--- config.mk ---
export PLATFORM = sky130hd
export DESIGN_NAME = xsr128_gen
export DESIGN_NICKNAME = d
export VERILOG_FILES = /design/src/rtl/xsr_pkg.sv /design/src/rtl/xsr_adder.sv /design/src/rtl/xsr_ctrl.sv /design/src/rtl/xsr_datapath.sv /design/src/rtl/xsr128_gen.sv
export SDC_FILE = /design/constraint.sdc
export NUM_CORES = 1
export LEC_CHECK = 0
export BUFFER_PORTS_ARGS = -buffer_cell sky130_fd_sc_hd__buf_4
export CAP_MARGIN = 20
export CORE_MARGIN = 2
export CORE_UTILIZATION = 35
export CTS_CLUSTER_DIAMETER = 40
export CTS_CLUSTER_SIZE = 16
export DETAILED_ROUTE_END_ITERATION = 12
export SLEW_MARGIN = 20
export SYNTH_ARGS = -nofsm -noshare
export SYNTH_HDL_FRONTEND = slang
export SYNTH_SLANG_ARGS = --single-unit
export TNS_END_PERCENT = 50
--- constraint.sdc ---
create_clock -name clk -period 7 [get_ports clk]
set_input_delay 1.4 -clock clk [delete_from_list [all_inputs] [get_ports clk]]
set_output_delay 1.4 -clock clk [all_outputs]
set_load 0.03 [all_outputs]
--- src/rtl/xsr_pkg.sv ---
package xsr_pkg;

  // Strobes sent from the control to the datapath each cycle.
  typedef struct packed {
    logic init;   // force the built-in default state
    logic load;   // take the state from the seed input
    logic step;   // emit a word and advance the state
  } xsr_strobe_t;

endpackage

--- src/rtl/xsr_adder.sv ---
// Chunked ripple adder. The carry passes from chunk to chunk; each chunk
// is a narrow add that the tools may map onto a fast carry chain.
module xsr_adder #(
  parameter int W     = 64,
  parameter int CHUNK = 16
) (
  input  logic [W-1:0] opA,
  input  logic [W-1:0] opB,
  output logic [W-1:0] sumOut
);
  localparam int NCH = W / CHUNK;

  logic [NCH:0] carry;
  assign carry[0] = 1'b0;

  for (genvar g = 0; g < NCH; g++) begin : g_chunk
    logic [CHUNK:0] part;
    assign part = {1'b0, opA[g*CHUNK +: CHUNK]}
                + {1'b0, opB[g*CHUNK +: CHUNK]}
                + {{CHUNK{1'b0}}, carry[g]};
    assign sumOut[g*CHUNK +: CHUNK] = part[CHUNK-1:0];
    assign carry[g+1] = part[CHUNK];
  end

  initial begin
    if (W % CHUNK != 0) $error("xsr_adder: W must be a multiple of CHUNK");
  end
endmodule

--- src/rtl/xsr_ctrl.sv ---
// Control: decides each cycle between reset, reload and step, and
// registers the valid flag that accompanies every emitted word.
module xsr_ctrl
  import xsr_pkg::*;
(
  input  logic        clk,
  input  logic        rst,
  input  logic        enable,
  input  logic        reseed,
  output xsr_strobe_t strb,
  output logic        outValid
);

  always_comb begin
    strb.init = rst;
    strb.load = !rst && reseed;
    strb.step = !rst && !reseed && enable;
  end

  always_ff @(posedge clk) begin
    if (rst) outValid <= 1'b0;
    else     outValid <= strb.step;
  end

  AST_VALID_AFTER_STEP: assert property (@(posedge clk) disable iff (rst)
    (enable && !reseed) |=> outValid);
  AST_RESEED_WINS: assert property (@(posedge clk) disable iff (rst)
    reseed |=> !outValid);
  AST_IDLE_NO_VALID: assert property (@(posedge clk) disable iff (rst)
    (!enable && !reseed) |=> !outValid);
  AST_ONE_ACTION: assert property (@(posedge clk)
    $onehot0({strb.init, strb.load, strb.step}));
endmodule

--- src/rtl/xsr_datapath.sv ---
// Datapath: both state halves, the seed check, the next-state function
// and the registered sum.
module xsr_datapath
  import xsr_pkg::*;
#(
  parameter int              W         = 64,
  parameter int              ROT_A     = 55,
  parameter int              SHL_B     = 14,
  parameter int              ROT_C     = 36,
  parameter int              ADD_CHUNK = 16,
  parameter logic [W-1:0]    DEF_LO    = 64'h9E3779B97F4A7C15,
  parameter logic [W-1:0]    DEF_HI    = 64'hBF58476D1CE4E5B9,
  parameter logic [W-1:0]    ALT_LO    = 64'h94D049BB133111EB,
  parameter logic [W-1:0]    ALT_HI    = 64'h2545F4914F6CDD1D
) (
  input  logic           clk,
  input  xsr_strobe_t    strb,
  input  logic [2*W-1:0] seedIn,
  output logic [W-1:0]   outWord
);

  logic [W-1:0] stLo, stHi;
  logic [W-1:0] nxtLo, nxtHi, mixT;
  logic [W-1:0] ldLo, ldHi;
  logic [W-1:0] sumW;
  logic         seedZero;

  // Seed selection: an all-zero seed would freeze the recurrence.
  assign seedZero = (seedIn == '0);
  assign ldLo     = seedZero ? ALT_LO : seedIn[W-1:0];
  assign ldHi     = seedZero ? ALT_HI : seedIn[2*W-1:W];

  // Next state from rotations, XOR and one shift.
  always_comb begin
    mixT  = stLo ^ stHi;
    nxtLo = ((stLo << ROT_A) | (stLo >> (W - ROT_A))) ^ mixT ^ (mixT << SHL_B);
    nxtHi = (mixT << ROT_C) | (mixT >> (W - ROT_C));
  end

  xsr_adder #(.W(W), .CHUNK(ADD_CHUNK)) u_add (
    .opA   (stLo),
    .opB   (stHi),
    .sumOut(sumW)
  );

  always_ff @(posedge clk) begin
    if (strb.init) begin
      stLo    <= DEF_LO;
      stHi    <= DEF_HI;
      outWord <= '0;
    end else if (strb.load) begin
      stLo    <= ldLo;
      stHi    <= ldHi;
    end else if (strb.step) begin
      stLo    <= nxtLo;
      stHi    <= nxtHi;
      outWord <= sumW;
    end
  end

  AST_STATE_NONZERO: assert property (@(posedge clk) disable iff (strb.init)
    (stLo != '0) || (stHi != '0));
  AST_WORD_IS_SUM: assert property (@(posedge clk) disable iff (strb.init)
    strb.step |=> (outWord == $past(stLo) + $past(stHi)));
  AST_HOLD_IDLE: assert property (@(posedge clk) disable iff (strb.init)
    (!strb.step && !strb.load) |=>
      ($stable(stLo) && $stable(stHi) && $stable(outWord)));
  AST_ZERO_SEED_SWAP: assert property (@(posedge clk) disable iff (strb.init)
    (strb.load && seedIn == '0) |=>
      (stLo == ALT_LO && stHi == ALT_HI));
  AST_LOAD_HOLDS_WORD: assert property (@(posedge clk) disable iff (strb.init)
    strb.load |=> $stable(outWord));
endmodule

--- src/rtl/xsr128_gen.sv ---
// Thin top: control plus datapath.
module xsr128_gen
  import xsr_pkg::*;
#(
  parameter int WORD_W    = 64,
  parameter int ADD_CHUNK = 16
) (
  input  logic                clk,
  input  logic                rst,
  input  logic                enable,
  input  logic                reseed,
  input  logic [2*WORD_W-1:0] seedIn,
  output logic                outValid,
  output logic [WORD_W-1:0]   outWord
);

  xsr_strobe_t strb;

  xsr_ctrl u_ctrl (
    .clk     (clk),
    .rst     (rst),
    .enable  (enable),
    .reseed  (reseed),
    .strb    (strb),
    .outValid(outValid)
  );

  xsr_datapath #(.W(WORD_W), .ADD_CHUNK(ADD_CHUNK)) u_dp (
    .clk    (clk),
    .strb   (strb),
    .seedIn (seedIn),
    .outWord(outWord)
  );
endmodule

Word-level counts from Yosys, hierarchy flattened
Cells that the tools add are included.
- flip-flop bits (word level): 193
- latch bits: 0
- bits in writable memories: 0
- memory bits (read-only): 0
- input bits: 132
- output and inout bits: 65
- word-level logic and storage cells: 31
- memories: 0
- $add $sub $neg: 7
- multipliers: 0
- divide/modulo/power cells: 0
- $lt $le $gt $ge: 0
- equality and inequality tests: 0
- shift operators: 0
- mux-type cells: 6
- bitwise gates (word level): 6
- reductions and logical operators: 8
- operators by type and width (cell ; number):
    64-bit two-way mux ; 6
    64-bit bitwise XOR ; 3
    128-bit logical NOT ; 1
    64-bit by 36-bit OR with 64-bit output ; 1
    64-bit by 55-bit OR with 64-bit output ; 1
    16-bit by 16-bit adder with 17-bit output ; 3
    17-bit by 1-bit adder with 17-bit output ; 2
    16-bit by 1-bit adder with 16-bit output ; 1
    16-bit adder ; 1
    1-bit logical AND ; 3
    1-bit logical NOT ; 2
    2-bit AND reduction ; 1
    2-bit nonzero test ; 1
    1-bit inverter ; 1

Logic depth before layout (Yosys ltp)
Gate-level depths: netlist of the first run.
- word-level depth: 5
- depth in mapped cells: 31
- gate-level depth less buffers: 31

By module
From an unflattened synthesis of the first run, not the netlist that was laid out.
- cells, all modules: 1640
- area total of the unflattened synthesis: 12751.0 µm²
- modules (own cells, without submodules) (module ; instances ; cells an instance ; area each (µm²) ; seq. area each (µm²)):
    xsr_datapath ; 1 ; 1247 ; 9796.9 ; 3843.7
    xsr_adder ; 1 ; 388 ; 2902.8 ; 0.0
    xsr_ctrl ; 1 ; 5 ; 51.3 ; 20.0

Worst setup path before layout of the first run
OpenSTA, ideal clock, no wires.
- kind: reg-to-reg
- start: register u_dp.stLo[0]
- end: register u_dp.outWord[60]
- library setup time: 129 ps
- data arrival time: 7058 ps
- required time: 6871 ps
- path slack: -187 ps
- cell stages (with the launch flop): 32
- buffers on the path: 0
- clock period less this slack: 7187 ps
- path through: dfxtp_1 ha_1 fa_1 a211oi_2 o211ai_1 o211ai_1 o21ai_0 a41o_1 a21oi_1 fa_1 fa_1 nand2b_1 a21oi_1 o31ai_1 o211ai_1 a21oi_1 o21bai_1 fa_1 fa_1 a211oi_1 o21ai_1 a211o_1 a41oi_1 o21ai_0 fa_1 fa_1 a21oi_1 o211a_1 o31ai_1 a21boi_0 xor2_1 o21ai_0
- word-level cells in the longest chain between the ends: 4
- RTL lines (item ; RTL line ; source):
    from (decl) ; xsr_datapath.sv:22 ; logic [W-1:0] stLo, stHi;
    from (signal assigned) ; xsr_datapath.sv:52 ; stLo <= ldLo;
    from (signal assigned) ; xsr_datapath.sv:55 ; stLo <= nxtLo;
    16-bit by 16-bit adder with 17-bit output ; xsr_adder.sv:19 ; + {1'b0, opB[g*CHUNK +: CHUNK]}
    17-bit by 1-bit adder with 17-bit output (2 in series) ; xsr_adder.sv:20 ; + {{CHUNK{1'b0}}, carry[g]};
    16-bit by 1-bit adder with 16-bit output ; xsr_adder.sv:20 ;
    to (signal assigned) ; xsr_datapath.sv:57 ; outWord <= sumW;
    to (decl) ; xsr_datapath.sv:19 ; output logic [W-1:0] outWord
Every way passes these cells.
A chain may end at the register's enable or synchronous reset.

Worst setup path after layout of the first run
- start: register u_dp.stLo[0]
- end: register u_dp.outWord[62]
Same word-level chain as after synthesis.

==> results_dict.tcl, run 1 <==
set metrics [dict create \
    totalWireLength_um 54700 \
    drv_cap 0 \
    area_delta_synth_final_pct 21.9 \
    gp_congestion 0.953 \
    clk_latency_ns 0.46 \
    avgSynthCellArea_sq_um 7.99 \
    synth_cells 1537 \
    worstMarginPinSlew_ns 1.03 \
    io_buffers 196 \
    grt_usage 0.298 \
    synthDistinctLibCells 60 \
    top_usage_layer "met2" \
    clk_pin_slew_worst_paths_ns 0.08 \
    num_vias 12600 \
    worstSetupStartpointType "register" \
    finalHoldViolations 0 \
    n_antenna_cell 0 \
    seqCellArea_sq_um 3870 \
    synthMuxAreaShare 0.0589 \
    die_y_um 191 \
    initial_core_util 0.356 \
    grt_pass1_vias 11588 \
    ys_ff_latch 193 \
    netlist_area_sq_um 12300 \
    rrSetupSlack_ns 0.20 \
    relSlewSlack 0.315 \
    slew_viol_final 0 \
    p_total_mw 3.99 \
    layout-drive-gt1-share 0.195 \
    timing.fmax_mhz 147 \
    synth_fa_ha_area_frac 0.0756 \
    die_w_um 191 \
    postLayoutCellArea_sq_um 15000 \
    met2_usage 0.448 \
    cts-buffers-inserted 17 \
    critPathSlowestCell "fa_2" \
    antenna_found_initial 0 \
    yosysSeqAreaShare 0.315 \
    rsz0062_at_grt "true" \
    place_hpwl_um 41700 \
    r2r_start "u_dp.stLo[0]" \
    n_fill_cell 3553 \
    viasPerCell 5.89 \
    crit_path_end "u_dp.outWord[62]" \
    synth_top_family_by_area "compound AO/OA/AOI/OAI gates" \
    placementRows 68 \
    path_max_fanout 3 \
    grt-ovfl-total 0 \
    ys_async_sr_fraction 0 \
    top_level_ports 197 \
    first_pass_iters 7 \
    synth_nets 1739 \
    required_ns 7.32 \
    final.min_clock_period_ns 6.80 \
    finish.utilization 0.434 \
    clock_sinks 193 \
    die_area_sq_um 36600 \
    hp-class "reg2reg" \
    placed_cell_area_sq_um 14200 \
    ys_warn_count 0 \
    grt_first_pass_wirelength_um 79600 \
    antenna_left 0 \
    cts_root_buf "clkbuf_16" \
    grt_max_degree 101 \
    yosys.area_share.simple 0.181 \
    hold_buffers 0 \
    nets 1875 \
    power_per_cell_area_nw_per_um2 266 \
    r2r-end "u_dp.outWord[62]" \
    grt_util_met3 0.0505 \
    synth_edf_count 0 \
    max_stage_delay_ns 0.39 \
    htreeDepth 4 \
    critPathKind "reg2reg" \
    cts_tree "yes" \
    globalRouteMet1Util 0.435 \
    drt_iter0_drc 1537 \
    route.detailed.drc 0 \
    wl_per_cell_um 25.6 \
    cpMostUsedCell "fa_2" \
    peakVddDrop_mv 0.207 \
    end_kind "register" \
    synth_xor_area_frac 0.106 \
    synth_compound_area_frac 0.216 \
    dpl.cell_count 2103 \
    clockBufferDepth 2 \
    setup.worst_path.start "u_dp.stLo[0]" \
    synth_top_flop_cell "dfxtp_1" \
    p_leak_nw 6.13 \
    post-route-period-util 0.971 \
    multi_input_area_sq_um 7980 \
    fin_worst_skew_ns 0.0156 \
    cp.arrival_ns 7.12 \
    rr_worst_depth 31 \
    fin_cells 2141 \
    setup_viol 0 \
    status "finished, final reports clean" \
    design.core.area_sq_um 34500 \
    hold_ws_ns 0.454 \
]
-- power by group --
group | internal, mW | total, mW | switching (mW)
combinational | 0.657 | 1.62 | 0.959
sequential | 1.20 | 1.31 | 0.107
clock | 0.534 | 1.06 | 0.528
-- cells by family after synthesis --
kind of cell / after synthesis
AO/OA/AOI/OAI: 418
XOR/XNOR: 148
adder cells (fa/ha/maj): 70
buffers and inverters: 150
flip-flops: 193
multiplexers: 72
AND/OR/NAND/NOR: 486
-- through the flow --
step	setup slack (ns)	TNS [ns]
detailed placement	-0.400	-2.85
finish	0.204	0
floorplan	0.0484	0
global route	-0.167	-0.660
global placement	-0.274	-1.76
CTS	0.00871	0
-- Yosys cell counts (all sizes together), types with 2 or more instances --
cell	number	area (sq um)
nand2b	10	62.6
and3	5	31.3
nor2b	22	138
o21bai	7	52.6
o211ai	18	135
nor3	50	250
a211oi	60	460
nand4	18	113
or4	7	60.1
a21boi	5	37.5
or3	5	31.3
o21a	9	67.6
a31oi	14	87.6
buf	32	155
inv	17	63.8
o21ai	115	576
a41oi	5	43.8
fa	7	140
mux2i	70	701
a22oi	3	22.5
nand3	15	75.1
nor2	123	478
o31a	14	123
and2	2	12.5
o211a	5	50.1
xnor2	127	1110
nor4	33	206
xor2	21	184
a2111oi	2	23.8
ha	63	788
a21o	18	135
or2	3	18.8
o311a	7	70.1
clkbuf	100	375
nand2	189	709
a21oi	111	556
mux2	2	22.5
nand3b	3	22.5
a211o	6	52.6
a31o	5	43.8
o31ai	5	37.5
dfxtp	193	3860
a32oi	3	26.3
-- cells in the final DEF, fill, tap and decap left out, drive strengths merged, types with 9 or more instances in the layout --
cell,synthesis,routed
a21o,18,18
xnor2,127,127
nor3,50,50
ha,63,63
a21oi,111,111
a211oi,60,60
mux2i,70,70
o21ai,115,115
inv,17,25
dfxtp,193,193
nand2,189,189
nand3,15,15
o31a,14,14
o211ai,18,18
clkbuf,100,19
nor4,33,33
o21a,9,9
nand4,18,18
buf,32,249
nand2b,10,10
nor2,123,123
a31oi,14,14
xor2,21,21
nor2b,22,22
-- critical path: cells and delay by family, from the launching register on --
kind                     cells  cell delay, ns
adder cells (fa/ha/maj)      8            2.41
AO/OA/AOI/OAI               21            3.60
AND/OR/NAND/NOR              1            0.13
XOR/XNOR                     1            0.18
flip-flops                   1            0.34
-- flip-flops by register name (all words and copies together) (netlist names) --
signal and count:
u_dp.outWord 64, u_dp.stHi 64, u_dp.stLo 64, u_ctrl.outValid 1
-- area by class of cell --
cell class,instances,area share
multi-input cells,1194,0.533
flip-flops and latches,193,0.258
repair buffers,249,0.125
well taps,455,0.0380
clock buffers,19,0.0302
clock inverters,13,0.0110
inverters,18,0.00468
-- per-layer routing --
metal	wire (um)	up-vias
met5	0	-
met4	1430	0
met3	4760	91
met2	23600	705
met1	24900	6066
li1	-	5738
-- timing repair --
item                       CTS  global route
pin swaps                    7            26
setup endpoints to repair   12            12
buffers inserted             1             5
hold endpoints to repair     0             0
resized for setup           10            23
-- how the worst min path moves through the flow --
stage / to / from / cells past startpoint
2_1_floorplan: u_dp.stLo[24] / u_dp.stLo[24] / 2
3_3_place_gp: u_dp.outWord[39] / u_dp.outWord[39] / 2
3_5_place_dp: u_dp.outWord[47] / u_dp.outWord[47] / 2
4_1_cts: u_dp.outWord[30] / u_dp.outWord[30] / 2
5_1_grt: u_dp.outWord[6] / u_dp.outWord[6] / 2
6_report: u_dp.outWord[30] / u_dp.outWord[30] / 2
Note: power is estimated with default switching activity, not from simulation.
==> run 2, diff against run 1 <==
- MAX_ROUTING_LAYER: not set -> met4
==> results_dict.tcl, run 2 (synthesis gave the netlist of run 1 again) <==
set metrics [dict create \
    cts_root_buf "clkbuf_16" \
    tns_ns 0 \
    n_fill_cell 3573 \
    grt_max_degree 75 \
    place_hpwl_um 42300 \
    worstSetupStartpointType "register" \
    initial_core_util 0.356 \
    nets 1918 \
    mostFrequentLayoutCell "buf_4" \
    max_stage_delay_ns 0.37 \
    design.core.area_sq_um 34500 \
    status "finished, final reports clean" \
    critPathSlowestCell "fa_2" \
    clk_latency_ns 0.47 \
    rsz0062_at_grt "true" \
    num_vias 12736 \
    setup.worst_path.start "u_dp.stLo[0]" \
    gp_congestion 0.976 \
    die_w_um 191 \
    dpl.cell_count 2105 \
    grt_usage 0.316 \
    htreeDepth 4 \
    grt_first_pass_wirelength_um 81100 \
    clock_sinks 193 \
    grt-ovfl-total 0 \
    fin_cells 2185 \
    p_total_mw 4.00 \
    top_level_ports 197 \
    setup_viol 0 \
    die_area_sq_um 36600 \
    clockBufferDepth 2 \
    antenna_left 0 \
    placed_cell_area_sq_um 14200 \
    clk_pin_slew_worst_paths_ns 0.08 \
    cts_tree "yes" \
    power_per_cell_area_nw_per_um2 262 \
    peakVddDrop_mv 0.203 \
    drt_iter0_drc 1404 \
    postLayoutCellArea_sq_um 15300 \
    timing.fmax_mhz 143 \
    first_pass_iters 6 \
    grt_pass1_vias 11840 \
    end_kind "register" \
    mostFrequentLayoutCells "buf_4 (292), dfxtp_1 (191), nand2_1 (188)" \
    relSlewSlack 0.268 \
    cts-buffers-inserted 17 \
    reg_top3 "u_dp.outWord: 64 flops, u_dp.stHi: 64 flops, u_dp.stLo: 64 flops" \
    slew_viol_final 0 \
    hold_buffers 0 \
    final.min_clock_period_ns 6.98 \
    antenna_found_initial 0 \
    finalHoldViolations 0 \
    die_y_um 191 \
    io_buffers 196 \
    critPathKind "reg2reg" \
    area_delta_synth_final_pct 24.4 \
    fin_worst_skew_ns 0.0162 \
    totalWireLength_um 56500 \
    layout-drive-gt1-share 0.219 \
    required_ns 7.36 \
    route.detailed.drc 0 \
    r2r_start "u_dp.stLo[0]" \
    p_leak_nw 6.30 \
    path_max_fanout 2 \
    post-route-period-util 0.997 \
    min_from "u_dp.outWord[21]" \
    placementRows 68 \
    viasPerCell 5.83 \
    cpMostUsedCell "fa_2" \
    drv_cap 0 \
    cp.arrival_ns 7.34 \
    hp-class "reg2reg" \
    wl_per_cell_um 25.9 \
    worstMarginPinSlew_ns 1.09 \
]
==> run 2: changes by cell type in the layout (fill, tap and decap cells not counted), sizes merged <==
cell | previous run | this run
bufinv | 1 | 0
inv | 25 | 26
buf | 249 | 292
clkbuf | 19 | 18
diode | 0 | 1
clkinvlp | 0 | 1
==> run 2: stage by stage <==
stage / hold WS, ns / setup WS (ns) / util
6_report: 0.454 / 0.0219 / 0.442
5_1_grt: 0.474 / -0.264 / 0.442
4_1_cts: 0.458 / 0.000201 / 0.439
3_5_place_dp: 0.446 / -0.314 / 0.411
3_3_place_gp: 0.444 / -0.180 / 0.411
2_1_floorplan: 0.542 / 0.0484 / -
==> run 2: power breakdown <==
group	switching [mW]	total [mW]	internal (mW)
clock network	0.530	1.02	0.486
logic	0.986	1.68	0.694
registers	0.107	1.31	1.20
==> run 2: area by class of cell <==
| type | instances | area [sq um] | area share |
|---|---|---|---|
| timing repair buffer | 292 | 2190 | 0.143 |
| clock inverter | 14 | 141 | 0.00925 |
| tap | 455 | 569 | 0.0372 |
| clock buffer | 18 | 439 | 0.0287 |
| multi-input combinational | 1194 | 8000 | 0.524 |
| antenna | 1 | 2.50 | 0.000164 |
| inverter | 18 | 70.1 | 0.00458 |
| sequential | 193 | 3870 | 0.253 |
==> run 2: layer usage <==
metal,wire length [um],track usage,vias to the layer above
li1,-,-,5819
met4,1820,0.102,0
met3,5300,0.0560,128
met5,0,-,-
met2,24000,0.459,708
met1,25300,0.441,6081
==> run 2: worst max-delay path, delay by kind of cell, from the launching register on <==
family | cells | cell delay (ns)
compound gates | 19 | 3.43
xor+xnor | 1 | 0.15
fa+ha+maj | 8 | 2.44
buf+inv | 1 | 0.14
flops | 1 | 0.34
simple gates | 3 | 0.35
==> run 2: path summary, 6_finish.rpt <==
kind,endpoint,slack [ns],cells past startpoint
hold / removal,u_dp.outWord[21],0.45,2
hold reg to reg,u_dp.outWord[21],0.45,2
setup / recovery,u_dp.outWord[56],0.02,32
setup reg to reg,u_dp.outWord[56],0.02,32
==> run 2: timing repair <==
action                     CTS  global route
resized for setup           11            30
pin swaps                   10            32
setup endpoints to repair   12            13
setup buffers               47             5
==> run 3, diff against run 2 <==
- SYNTH_HIERARCHICAL: not set -> 1
==> results_dict.tcl, run 3 <==
set metrics [dict create \
    fin_worst_skew_ns 0.0199 \
    clock_power_share 0.278 \
    wl_per_cell_um 24.2 \
    totalWireLength_um 55800 \
    fin_ws_ns -0.365 \
    n_fill_cell 3655 \
    mostFrequentLayoutCell "buf_4" \
    hold_ws_ns 0.456 \
    grt-ovfl-total 0 \
    grt_max_degree 194 \
    grt_first_pass_wirelength_um 80400 \
    netlist_area_sq_um 12800 \
    place_hpwl_um 43100 \
    layout-drive-gt1-share 0.196 \
    placementRows 69 \
    die_y_um 195 \
    max_stage_delay_ns 0.43 \
    gp_congestion 0.990 \
    seqPwrFrac 0.349 \
    status "finished with violations" \
    cts_tree "yes" \
    hp-class "reg2reg" \
    cp.arrival_ns 7.75 \
    dpl.cell_count 2270 \
    worstMarginPinSlew_ns 1.20 \
    clk_pin_slew_worst_paths_ns 0.07 \
    min_from "u_dp/outWord[43]" \
    yosysTopAreaCell "dfxtp_1" \
    synth_nets 1839 \
    first_pass_iters 5 \
    antenna_found_initial 1 \
    critPathSlowestCell "fa_2" \
    ys_async_sr_fraction 0 \
    die_area_sq_um 38000 \
    clock_sinks 193 \
    switching_share 0.371 \
    design.core.area_sq_um 35700 \
    combPwrFrac 0.373 \
    setup.worst_path.start "u_dp/stHi[0]" \
    cp_top_family "compound AO/OA/AOI/OAI gates" \
    avgSynthCellArea_sq_um 7.77 \
    cpMostUsedCell "fa_2" \
    viasPerCell 5.71 \
    p_sw_mw 1.40 \
    antenna_left 0 \
    yosysMostFrequentCell "nand2_1" \
    ys_ff_latch 193 \
    path_max_fanout 3 \
    top_level_ports 197 \
    synthTopCellsByCount "nand2_1 (251), a21oi_1 (227), dfxtp_1 (193)" \
    nets 2030 \
    cts_root_buf "clkbuf_16" \
    clockBufferDepth 2 \
    end_kind "register" \
    cts-buffers-inserted 17 \
    place_ws_ns -0.442 \
    worstSetupStartpointType "register" \
    r2r_start "u_dp/stHi[0]" \
    p_int_mw 2.37 \
    synth_top_flop_cell "dfxtp_1" \
    finalHoldViolations 0 \
    rr_worst_depth 34 \
    fin_cells 2303 \
    critical_path_cell_count 34 \
    drt_iter0_drc 1204 \
    netlist_top_cells_area "dfxtp_1 (30%), xnor2_1 (12%), a21oi_1 (8.9%)" \
    synth_top_area_frac 0.303 \
    synth_edf_count 0 \
    drv_cap 0 \
    synthDistinctLibCells 54 \
    htreeDepth 4 \
    initial_core_util 0.357 \
    hold_buffers 0 \
    ys_warn_count 6 \
    finish.utilization 0.444 \
    reg_top3 "u_dp/outWord: 64 flops, u_dp/stHi: 64 flops, u_dp/stLo: 64 flops" \
    rsz0062_at_grt "true" \
    whs_path_depth 2 \
    critPathKind "reg2reg" \
    num_vias 13149 \
    grt_pass1_vias 12226 \
    required_ns 7.39 \
    placed_cell_area_sq_um 15100 \
    p_leak_nw 6.03 \
    grt_usage 0.296 \
    setup_viol 9 \
    peakVddDrop_mv 0.203 \
    postLayoutCellArea_sq_um 15900 \
    synth_cells 1640 \
    failed_checks "negative setup slack" \
    final.min_clock_period_ns 7.36 \
    timing.fmax_mhz 136 \
    area_delta_synth_final_pct 24.6 \
    relSlewSlack 0.197 \
    mostFrequentLayoutCells "buf_4 (272), nand2_1 (250), a21oi_1 (211)" \
    yosysSeqAreaShare 0.303 \
    slew_viol_final 0 \
    cp_num_buf_inv 0 \
    power_per_cell_area_nw_per_um2 238 \
    clk_latency_ns 0.47 \
    route.detailed.drc 0 \
    io_buffers 196 \
    die_w_um 195 \
    post-route-period-util 1.05 \
]
## run 3: path summary, 6_finish.rpt
| check | end | slack, ns |
|---|---|---|
| worst max register to register | u_dp/outWord[62] | -0.36 |
| worst min-delay path | u_dp/outWord[43] | 0.46 |
| worst min register to register | u_dp/outWord[43] | 0.46 |
| worst max-delay path | u_dp/outWord[62] | -0.36 |
## run 3: routing by layer
metal | up-vias | GRT usage | wire length [um]
met5 | - | - | 0
met4 | 0 | 0.142 | 2720
met3 | 114 | 0.0528 | 4360
met2 | 636 | 0.448 | 24800
met1 | 6290 | 0.381 | 23900
li1 | 6109 | - | -
## run 3: final cells by class
cell class	count	area, sq um	share of cell area
flip-flops and latches	193	3870	0.243
inverters	22	82.6	0.00520
clock buffers	21	460	0.0290
clock inverters	8	131	0.00827
repair buffers	274	2070	0.131
diodes	1	2.50	0.000158
multi-input cells	1323	8690	0.547
well taps	461	577	0.0363
## run 3: stage by stage
| stage | power, mW | TNS, ns |
|---|---|---|
| floorplan | 2.17 | 0 |
| global placement | 2.68 | -1.51 |
| detailed placement | 2.67 | -2.43 |
| CTS | 3.74 | -2.00 |
| global route | 3.94 | -6.55 |
| finish | 3.77 | -2.16 |
## run 3: logic make-up after synthesis
group,Yosys count,share of synthesized area
xor+xnor,277,0.190
compound gates,489,0.237
buf+inv,124,0.0377
flops,193,0.303
simple gates,490,0.163
fa+ha+maj,67,0.0699
## run 3: power groups by stage
stage          clock, mW  combinational (mW)  sequential [mW]
6_report            1.05                1.41             1.32
2_1_floorplan          0               0.837             1.33
5_1_grt             1.10                1.51             1.32
4_1_cts             1.06                1.37             1.31
3_3_place_gp           0                1.34             1.34
3_5_place_dp           0                1.33             1.34
## run 3: timing repair
action,4_1_cts,5_1_grt
resized for setup,21,15
pin swaps,15,19
setup endpoints to repair,11,12
endpoints found under the hold margin,0,0
buffers inserted,2,1
## run 3: worst reg2reg max path: cells and delay by family, from the launching register on
kind	cells	cell delay [ns]
AO/OA/AOI/OAI	21	4.23
XOR/XNOR	1	0.15
adder cells (fa/ha/maj)	8	2.30
flip-flops	1	0.34
AND/OR/NAND/NOR	4	0.31
